===== src/rtl/mbc_pkg.sv =====
package mbc_pkg;
  localparam int NBANK = 6;
  localparam int BANKW = $clog2(NBANK);

  localparam logic [4:0] M_USR = 5'b10000;
  localparam logic [4:0] M_FIQ = 5'b10001;
  localparam logic [4:0] M_IRQ = 5'b10010;
  localparam logic [4:0] M_SVC = 5'b10011;
  localparam logic [4:0] M_ABT = 5'b10111;
  localparam logic [4:0] M_UND = 5'b11011;
  localparam logic [4:0] M_SYS = 5'b11111;

  localparam logic [2:0] V_UND = 3'd1;
  localparam logic [2:0] V_SWI = 3'd2;
  localparam logic [2:0] V_IRQ = 3'd6;
  localparam logic [2:0] V_FIQ = 3'd7;

  typedef struct packed {
    logic [3:0] nzcv;
    logic       i_dis;
    logic       f_dis;
    logic [4:0] mode;
  } stat_t;

  function automatic logic mode_ok(input logic [4:0] m);
    case (m)
      M_USR, M_FIQ, M_IRQ, M_SVC, M_ABT, M_UND, M_SYS: return 1'b1;
      default: return 1'b0;
    endcase
  endfunction

  // slot 0 is shared by user and system mode
  function automatic logic [BANKW-1:0] bank_of(input logic [4:0] m);
    case (m)
      M_FIQ:   return BANKW'(1);
      M_IRQ:   return BANKW'(2);
      M_SVC:   return BANKW'(3);
      M_ABT:   return BANKW'(4);
      M_UND:   return BANKW'(5);
      default: return BANKW'(0);
    endcase
  endfunction

  function automatic logic [31:0] pack_word(input stat_t s);
    return {s.nzcv, 20'b0, s.i_dis, s.f_dis, 1'b0, s.mode};
  endfunction
endpackage


===== src/rtl/mbc_bank_mem.sv =====
module mbc_bank_mem #(
  parameter int W  = 32,
  parameter int D  = 6,
  parameter int AW = $clog2(D)
) (
  input  logic          clk,
  input  logic          we,
  input  logic [AW-1:0] waddr,
  input  logic [W-1:0]  wdata,
  input  logic [AW-1:0] raddr,
  output logic [W-1:0]  rdata
);
  // one write port, asynchronous read: maps to distributed RAM
  logic [W-1:0] mem [D];

  always_ff @(posedge clk) begin
    if (we) mem[waddr] <= wdata;
  end

  assign rdata = mem[raddr];
endmodule


===== src/rtl/mbc_exc_arb.sv =====
module mbc_exc_arb
  import mbc_pkg::*;
(
  input  logic       fiq_req,
  input  logic       irq_req,
  input  logic       und_stb,
  input  logic       swi_stb,
  input  logic       i_dis,
  input  logic       f_dis,
  output logic       take,
  output logic [4:0] tgt_mode,
  output logic       set_f,
  output logic [2:0] vec
);
  always_comb begin
    take     = 1'b1;
    set_f    = 1'b0;
    tgt_mode = M_SVC;
    vec      = V_SWI;
    if (fiq_req && !f_dis) begin
      tgt_mode = M_FIQ;
      vec      = V_FIQ;
      set_f    = 1'b1;
    end else if (irq_req && !i_dis) begin
      tgt_mode = M_IRQ;
      vec      = V_IRQ;
    end else if (und_stb) begin
      tgt_mode = M_UND;
      vec      = V_UND;
    end else if (!swi_stb) begin
      take = 1'b0;
    end
  end
endmodule


===== src/rtl/mode_bank_ctrl.sv =====
module mode_bank_ctrl
  import mbc_pkg::*;
#(
  parameter int DW       = 32,
  parameter int LINK_OFS = 4
) (
  input  logic          clk,
  input  logic          rst,
  input  logic          fiq_req,
  input  logic          irq_req,
  input  logic          swi_stb,
  input  logic          und_stb,
  input  logic [DW-1:0] pc_in,
  input  logic          ret_stb,
  input  logic          st_wr_en,
  input  logic          st_flags_only,
  input  logic [31:0]   st_wr_data,
  input  logic          bk_we,
  input  logic          bk_sel,
  input  logic [DW-1:0] bk_wdata,
  output logic [4:0]    out_mode,
  output logic [3:0]    out_flags,
  output logic          out_irq_dis,
  output logic          out_fiq_dis,
  output logic [31:0]   out_spsr,
  output logic [DW-1:0] out_sp,
  output logic [DW-1:0] out_lr,
  output logic          vec_vld,
  output logic [2:0]    vec_code
);
  stat_t            st;
  logic             take, set_f;
  logic [4:0]       tgt_mode;
  logic [2:0]       vec;
  logic [BANKW-1:0] cur_bank, tgt_bank;
  logic             has_saved;
  logic [31:0]      saved_rd;
  logic             lr_we;
  logic [BANKW-1:0] lr_addr;
  logic [DW-1:0]    lr_wdata;
  logic             unused_bits;

  assign cur_bank  = bank_of(st.mode);
  assign tgt_bank  = bank_of(tgt_mode);
  assign has_saved = (cur_bank != '0);
  assign unused_bits = ^{st_wr_data[27:8], st_wr_data[5], saved_rd[27:8], saved_rd[5]};

  mbc_exc_arb u_arb (
    .fiq_req (fiq_req), .irq_req (irq_req), .und_stb (und_stb), .swi_stb (swi_stb),
    .i_dis (st.i_dis), .f_dis (st.f_dis),
    .take (take), .tgt_mode (tgt_mode), .set_f (set_f), .vec (vec)
  );

  // saved status, one slot per privileged mode (slot 0 unused)
  mbc_bank_mem #(.W(32), .D(NBANK)) u_saved (
    .clk (clk), .we (take), .waddr (tgt_bank), .wdata (pack_word(st)),
    .raddr (cur_bank), .rdata (saved_rd)
  );

  // link slots: exception entry owns the single write port
  assign lr_we    = take || (bk_we && bk_sel);
  assign lr_addr  = take ? tgt_bank : cur_bank;
  assign lr_wdata = take ? (pc_in + DW'(LINK_OFS)) : bk_wdata;

  mbc_bank_mem #(.W(DW), .D(NBANK)) u_lr (
    .clk (clk), .we (lr_we), .waddr (lr_addr), .wdata (lr_wdata),
    .raddr (cur_bank), .rdata (out_lr)
  );

  mbc_bank_mem #(.W(DW), .D(NBANK)) u_sp (
    .clk (clk), .we (bk_we && !bk_sel), .waddr (cur_bank), .wdata (bk_wdata),
    .raddr (cur_bank), .rdata (out_sp)
  );

  // live status word: entry > return > write
  always_ff @(posedge clk) begin
    if (rst) begin
      st      <= '{nzcv: 4'b0, i_dis: 1'b1, f_dis: 1'b1, mode: M_SVC};
      vec_vld <= 1'b0;
      vec_code <= '0;
    end else begin
      vec_vld  <= take;
      vec_code <= take ? vec : '0;
      if (take) begin
        st.mode  <= tgt_mode;
        st.i_dis <= 1'b1;
        if (set_f) st.f_dis <= 1'b1;
      end else if (ret_stb && has_saved) begin
        st.nzcv  <= saved_rd[31:28];
        st.i_dis <= saved_rd[7];
        st.f_dis <= saved_rd[6];
        st.mode  <= saved_rd[4:0];
      end else if (st_wr_en) begin
        if (st_flags_only) begin
          st.nzcv <= st_wr_data[31:28];
        end else if (st.mode != M_USR && mode_ok(st_wr_data[4:0])) begin
          st.nzcv  <= st_wr_data[31:28];
          st.i_dis <= st_wr_data[7];
          st.f_dis <= st_wr_data[6];
          st.mode  <= st_wr_data[4:0];
        end
      end
    end
  end

  assign out_mode    = st.mode;
  assign out_flags   = st.nzcv;
  assign out_irq_dis = st.i_dis;
  assign out_fiq_dis = st.f_dis;
  assign out_spsr    = has_saved ? saved_rd : 32'b0;

  // ---------------- assertions ----------------
  a_r2_fiq_first: assert property (@(posedge clk) disable iff (rst)
    (fiq_req && !out_fiq_dis) |=> (out_mode == M_FIQ && out_fiq_dis && out_irq_dis
                                   && vec_vld && vec_code == V_FIQ));

  a_r3_irq_entry: assert property (@(posedge clk) disable iff (rst)
    (irq_req && !out_irq_dis && !(fiq_req && !out_fiq_dis))
      |=> (out_mode == M_IRQ && out_irq_dis && $stable(out_fiq_dis)));

  a_r5_save_old: assert property (@(posedge clk) disable iff (rst)
    take |=> out_spsr == $past({out_flags, 20'b0, out_irq_dis, out_fiq_dis, 1'b0, out_mode}));

  a_r6_link_pc4: assert property (@(posedge clk) disable iff (rst)
    take |=> out_lr == $past(pc_in) + DW'(LINK_OFS));

  a_r7_flags_only: assert property (@(posedge clk) disable iff (rst)
    (st_wr_en && st_flags_only && !take && !ret_stb)
      |=> (out_flags == $past(st_wr_data[31:28]) && $stable(out_mode)
           && $stable(out_irq_dis) && $stable(out_fiq_dis)));

  a_r8_user_lock: assert property (@(posedge clk) disable iff (rst)
    (st_wr_en && !st_flags_only && out_mode == M_USR && !take)
      |=> (out_mode == M_USR && $stable(out_irq_dis) && $stable(out_fiq_dis)));

  a_r9_mode_legal: assert property (@(posedge clk) disable iff (rst)
    mode_ok(out_mode));

  a_r10_return: assert property (@(posedge clk) disable iff (rst)
    (ret_stb && !take && out_mode != M_USR && out_mode != M_SYS)
      |=> {out_flags, 20'b0, out_irq_dis, out_fiq_dis, 1'b0, out_mode} == $past(out_spsr));

  a_r12_vec_pulse: assert property (@(posedge clk) disable iff (rst)
    !take |=> !vec_vld);
endmodule


===== config.mk =====
export PLATFORM = sky130hd
export DESIGN_NAME = mode_bank_ctrl
export DESIGN_NICKNAME = d
export VERILOG_FILES = /design/src/rtl/mbc_pkg.sv /design/src/rtl/mbc_bank_mem.sv /design/src/rtl/mbc_exc_arb.sv /design/src/rtl/mode_bank_ctrl.sv
export SDC_FILE = /design/constraint.sdc
export NUM_CORES = 1
export LEC_CHECK = 0
export CORE_UTILIZATION = 55
export CTS_CLUSTER_DIAMETER = 80
export DETAILED_ROUTE_END_ITERATION = 10
export HOLD_SLACK_MARGIN = 0.02
export MAX_ROUTING_LAYER = met4
export PLACE_DENSITY = 0.79
export SLEW_MARGIN = 20
export SYNTH_ARGS = -nofsm -noshare
export SYNTH_HDL_FRONTEND = slang
export SYNTH_SLANG_ARGS = --single-unit

===== constraint.sdc =====
create_clock -name clk -period 17.4 [get_ports clk]
set_clock_uncertainty 0.2 [all_clocks]
set_input_delay 5.22 -clock clk [delete_from_list [all_inputs] [get_ports clk]]
set_output_delay 5.22 -clock clk [all_outputs]
set_load 0.05 [all_outputs]

==> impl_metrics.env <==
export IMPL_nets=1417
export IMPL_syn_area_um2=18600
export IMPL_area_growth_synth_to_final_pct=19.9
export IMPL_gp_congestion=0.856
export IMPL_pwr_share_seq_pct=46.8
export IMPL_cts_max_path_buffers=3
export IMPL_clk_pin_slew_worst_paths_ns=0.06
export IMPL_vdd_drop_max_mv=0.0897
export IMPL_finalSetupViolations=0
export IMPL_routed_wl_um=44400
export IMPL_cp_max_fo=86
export IMPL_hold_buffers=0
export IMPL_synth_area_top_cells="edfxtp_1 73%, a222oi_1 6.9%, mux2i_1 3.7%, dfxtp_1 1.6%, nand2_1 1.2%"
export IMPL_drc_errors=3
export IMPL_worst_slew_pin_slew_ns=1.10
export IMPL_cp_arrival_ns=4.92
export IMPL_yosys_cell_count_top_type="edfxtp_1"
export IMPL_portBuffers=175
export IMPL_post_cts_resized=0
export IMPL_pwr_share_clk_pct=35.1
export IMPL_yosys_top_cells_count="450 x edfxtp_1, 128 x a222oi_1, 69 x mux2i_1"
export IMPL_overflow=0
export IMPL_grt_pass1_wl_um=65300
export IMPL_yosys_warnings=0
export IMPL_fin_tns_setup_ns=0
export IMPL_hold_violations=0
export IMPL_synth_ff_type="edfxtp_1"
export IMPL_synth_cells=1127
export IMPL_p_int_mw=2.00
export IMPL_drive_gt1_share_pct=9.31
export IMPL_cts_max_level=2
export IMPL_antenna_found_initial=5
export IMPL_vias=11461
export IMPL_cts_buffers=46
export IMPL_regArea_um2=13800
export IMPL_drtIter0Drc=1848
export IMPL_synth_top_area_share_pct=72.7
export IMPL_hp_class="reg2reg"
export IMPL_insertion_delay_ns=0.55
export IMPL_start_kind="flop"
export IMPL_tritoncts="yes"
export IMPL_max_slew_margin_pct=26.4
export IMPL_grt_max_degree=99
export IMPL_ant_nets=0
export IMPL_p_sw_mw=0.763
export IMPL_status="finished, violations left"
export IMPL_max_stage_delay_ns=0.89
export IMPL_grt_pass1_vias=11049
export IMPL_fin_crit_ns=10.34
export IMPL_rr_worst_depth=6
export IMPL_first_pass_iters=11
export IMPL_worstSetupPathType="reg2out"
export IMPL_cpMaxStageDelayCell="dfxtp_1"
export IMPL_ys_types=70
export IMPL_fmax_mhz=96.7
export IMPL_fill_cells=2202
export IMPL_rows=66
export IMPL_leakage_nw=7.47
export IMPL_synth_seq_cells=465
export IMPL_die_w_um=186
export IMPL_dieHeight_um=186
export IMPL_clock_sinks=465
export IMPL_final_min_period_over_clock_period_pct=59.4
export IMPL_synth_seq_area_share_pct=74.3
export IMPL_final_cells=1789
export IMPL_postCtsSetupBuffers=0
export IMPL_yosysTopAreaCell="edfxtp_1"
export IMPL_vias_per_cell=6.41
export IMPL_fp_coreArea_um2=32900
export IMPL_avgSynthCellArea_um2=16.5
export IMPL_finalMaxSlewViolations=0
export IMPL_whs_path_depth=0
export IMPL_dp_hpwl_um=26700
export IMPL_netSwitchingFraction_pct=27.6
export IMPL_path_cells="and4bb_4, buf_4, a22oi_1, a32oi_1, a21oi_1, nor2_1, clkdlybuf4s50_1"
export IMPL_placed_cells_incl_taps=1703
export IMPL_crit_required_ns=11.98
export IMPL_synthArstFlopShare_pct=0
export IMPL_start_util_pct=56.6
export IMPL_post_drt_wl_per_cell_um=24.8
export IMPL_ctsRootBufferMaster="clkbuf_16"
export IMPL_rsz0062_at_grt="no"
export IMPL_r2r_slack_ns=13.26
export IMPL_multiInputGateArea_um2=4470
export IMPL_cp_end_kind="output port"
export IMPL_synth_edff_count=450
export IMPL_combPwrFrac_pct=18.2
export IMPL_power_density_nw_per_um2=124
export IMPL_die_area_um2=34500
export IMPL_fin_util_pct=67.8
export IMPL_ios=218
export IMPL_drv_cap=0
export IMPL_violations="DRC"
export IMPL_track_usage_pct=26.6
stage by stage:
step | total power [mW] | cell area, um2 | worst slack, ns | hold WS [ns]
2_1_floorplan | 1.64 | 18700 | 8.20 | 0.435
3_3_place_gp | 1.81 | 20800 | 7.78 | 0.366
3_5_place_dp | 1.81 | 20800 | 7.76 | 0.380
4_1_cts | 2.77 | 22300 | 7.20 | 0.389
5_1_grt | 2.84 | 22300 | 6.95 | 0.401
6_report | 2.76 | 22300 | 7.06 | 0.389
worst paths after layout:
kind | startpoint | to
max reg2reg | out_mode[1] | out_flags[1]
min | out_flags[0] | u_saved.mem[5][7]
max | out_mode[1] | out_spsr[29]
min reg2reg | out_flags[0] | u_saved.mem[5][7]
cell type report:
cell class / count / share of cell area [%]
Inverter: 9 / 0.152
Multi-Input combinational cell: 591 / 20.1
Clock inverter: 26 / 1.29
Clock buffer: 56 / 5.33
Sequential cell: 465 / 62.0
Tap cell: 442 / 2.48
Antenna cell: 4 / 0.0449
Timing Repair Buffer: 196 / 8.64
power by group through the flow:
| stage | combinational [mW] | clock (mW) | sequential (mW) |
|---|---|---|---|
| 6_report | 0.503 | 0.969 | 1.29 |
| 5_1_grt | 0.526 | 1.02 | 1.29 |
| 4_1_cts | 0.503 | 0.978 | 1.29 |
| 3_5_place_dp | 0.500 | 0 | 1.32 |
| 3_3_place_gp | 0.494 | 0 | 1.31 |
| 2_1_floorplan | 0.320 | 0 | 1.32 |
cells in the final DEF, fill, tap and decap left out, drive strengths merged, types with 3 or more instances in the layout:
master	netlist	layout
a211o	3	3
a211oi	7	7
a21oi	23	23
a221oi	5	5
a222oi	128	128
a22oi	5	5
a31oi	3	3
a32oi	5	5
and3	4	4
buf	60	21
bufinv	0	5
clkbuf	44	56
clkdlybuf4s50	0	175
clkinv	0	16
clkinvlp	0	3
conb	1	43
dfxtp	15	15
diode	0	4
edfxtp	450	450
inv	9	11
mux2	6	6
mux2i	69	69
nand2	60	60
nand2b	8	8
nand3	13	13
nand3b	3	3
nand4	8	8
nor2	41	41
nor2b	8	8
nor3	16	16
nor4	13	13
o211ai	10	10
o21a	3	3
o21ai	38	38
o221ai	3	3
o41ai	4	4
xnor2	22	22
xor2	7	7
kinds of logic (layout without fill, tap and decap cells):
logic type | count (synthesis) | count (layout) | synth area share (%)
fa+ha+maj | 1 | 1 | 0.0673
xor+xnor | 29 | 29 | 1.37
simple gates | 189 | 189 | 5.53
mux | 75 | 75 | 4.08
compound gates | 254 | 254 | 11.6
buf+inv | 113 | 287 | 3.04
flops | 465 | 465 | 74.3
other cells | 1 | 47 | 0.0202
critical path: cells and delay by family, from the launching register on:
kind	cells	cell delay, ns
DFF	1	0.89
buffers and inverters	2	1.69
and+or+nand+nor	2	1.02
AOI/OAI and AO/OA	3	0.64
registers in the layout, summed over array words and instances (netlist names):
signal / cells
vec_code: 3
out_fiq_dis: 1
u_saved.mem: 66
vec_vld: 1
out_irq_dis: 1
u_sp.mem: 192
out_mode: 5
u_lr.mem: 192
out_flags: 4
per-layer routing:
layer | vias up | GRT usage [%] | part of all wire, % | routed length (um)
met5 | - | - | 0 | 0
met1 | 5724 | 35.1 | 38 | 17100
met2 | 641 | 42.1 | 49 | 21900
li1 | 5018 | - | - | -
met4 | 0 | 8.36 | 2.6 | 1150
met3 | 78 | 4.77 | 9.7 | 4290
No activity file was read; power rests on OpenSTA's default activity.
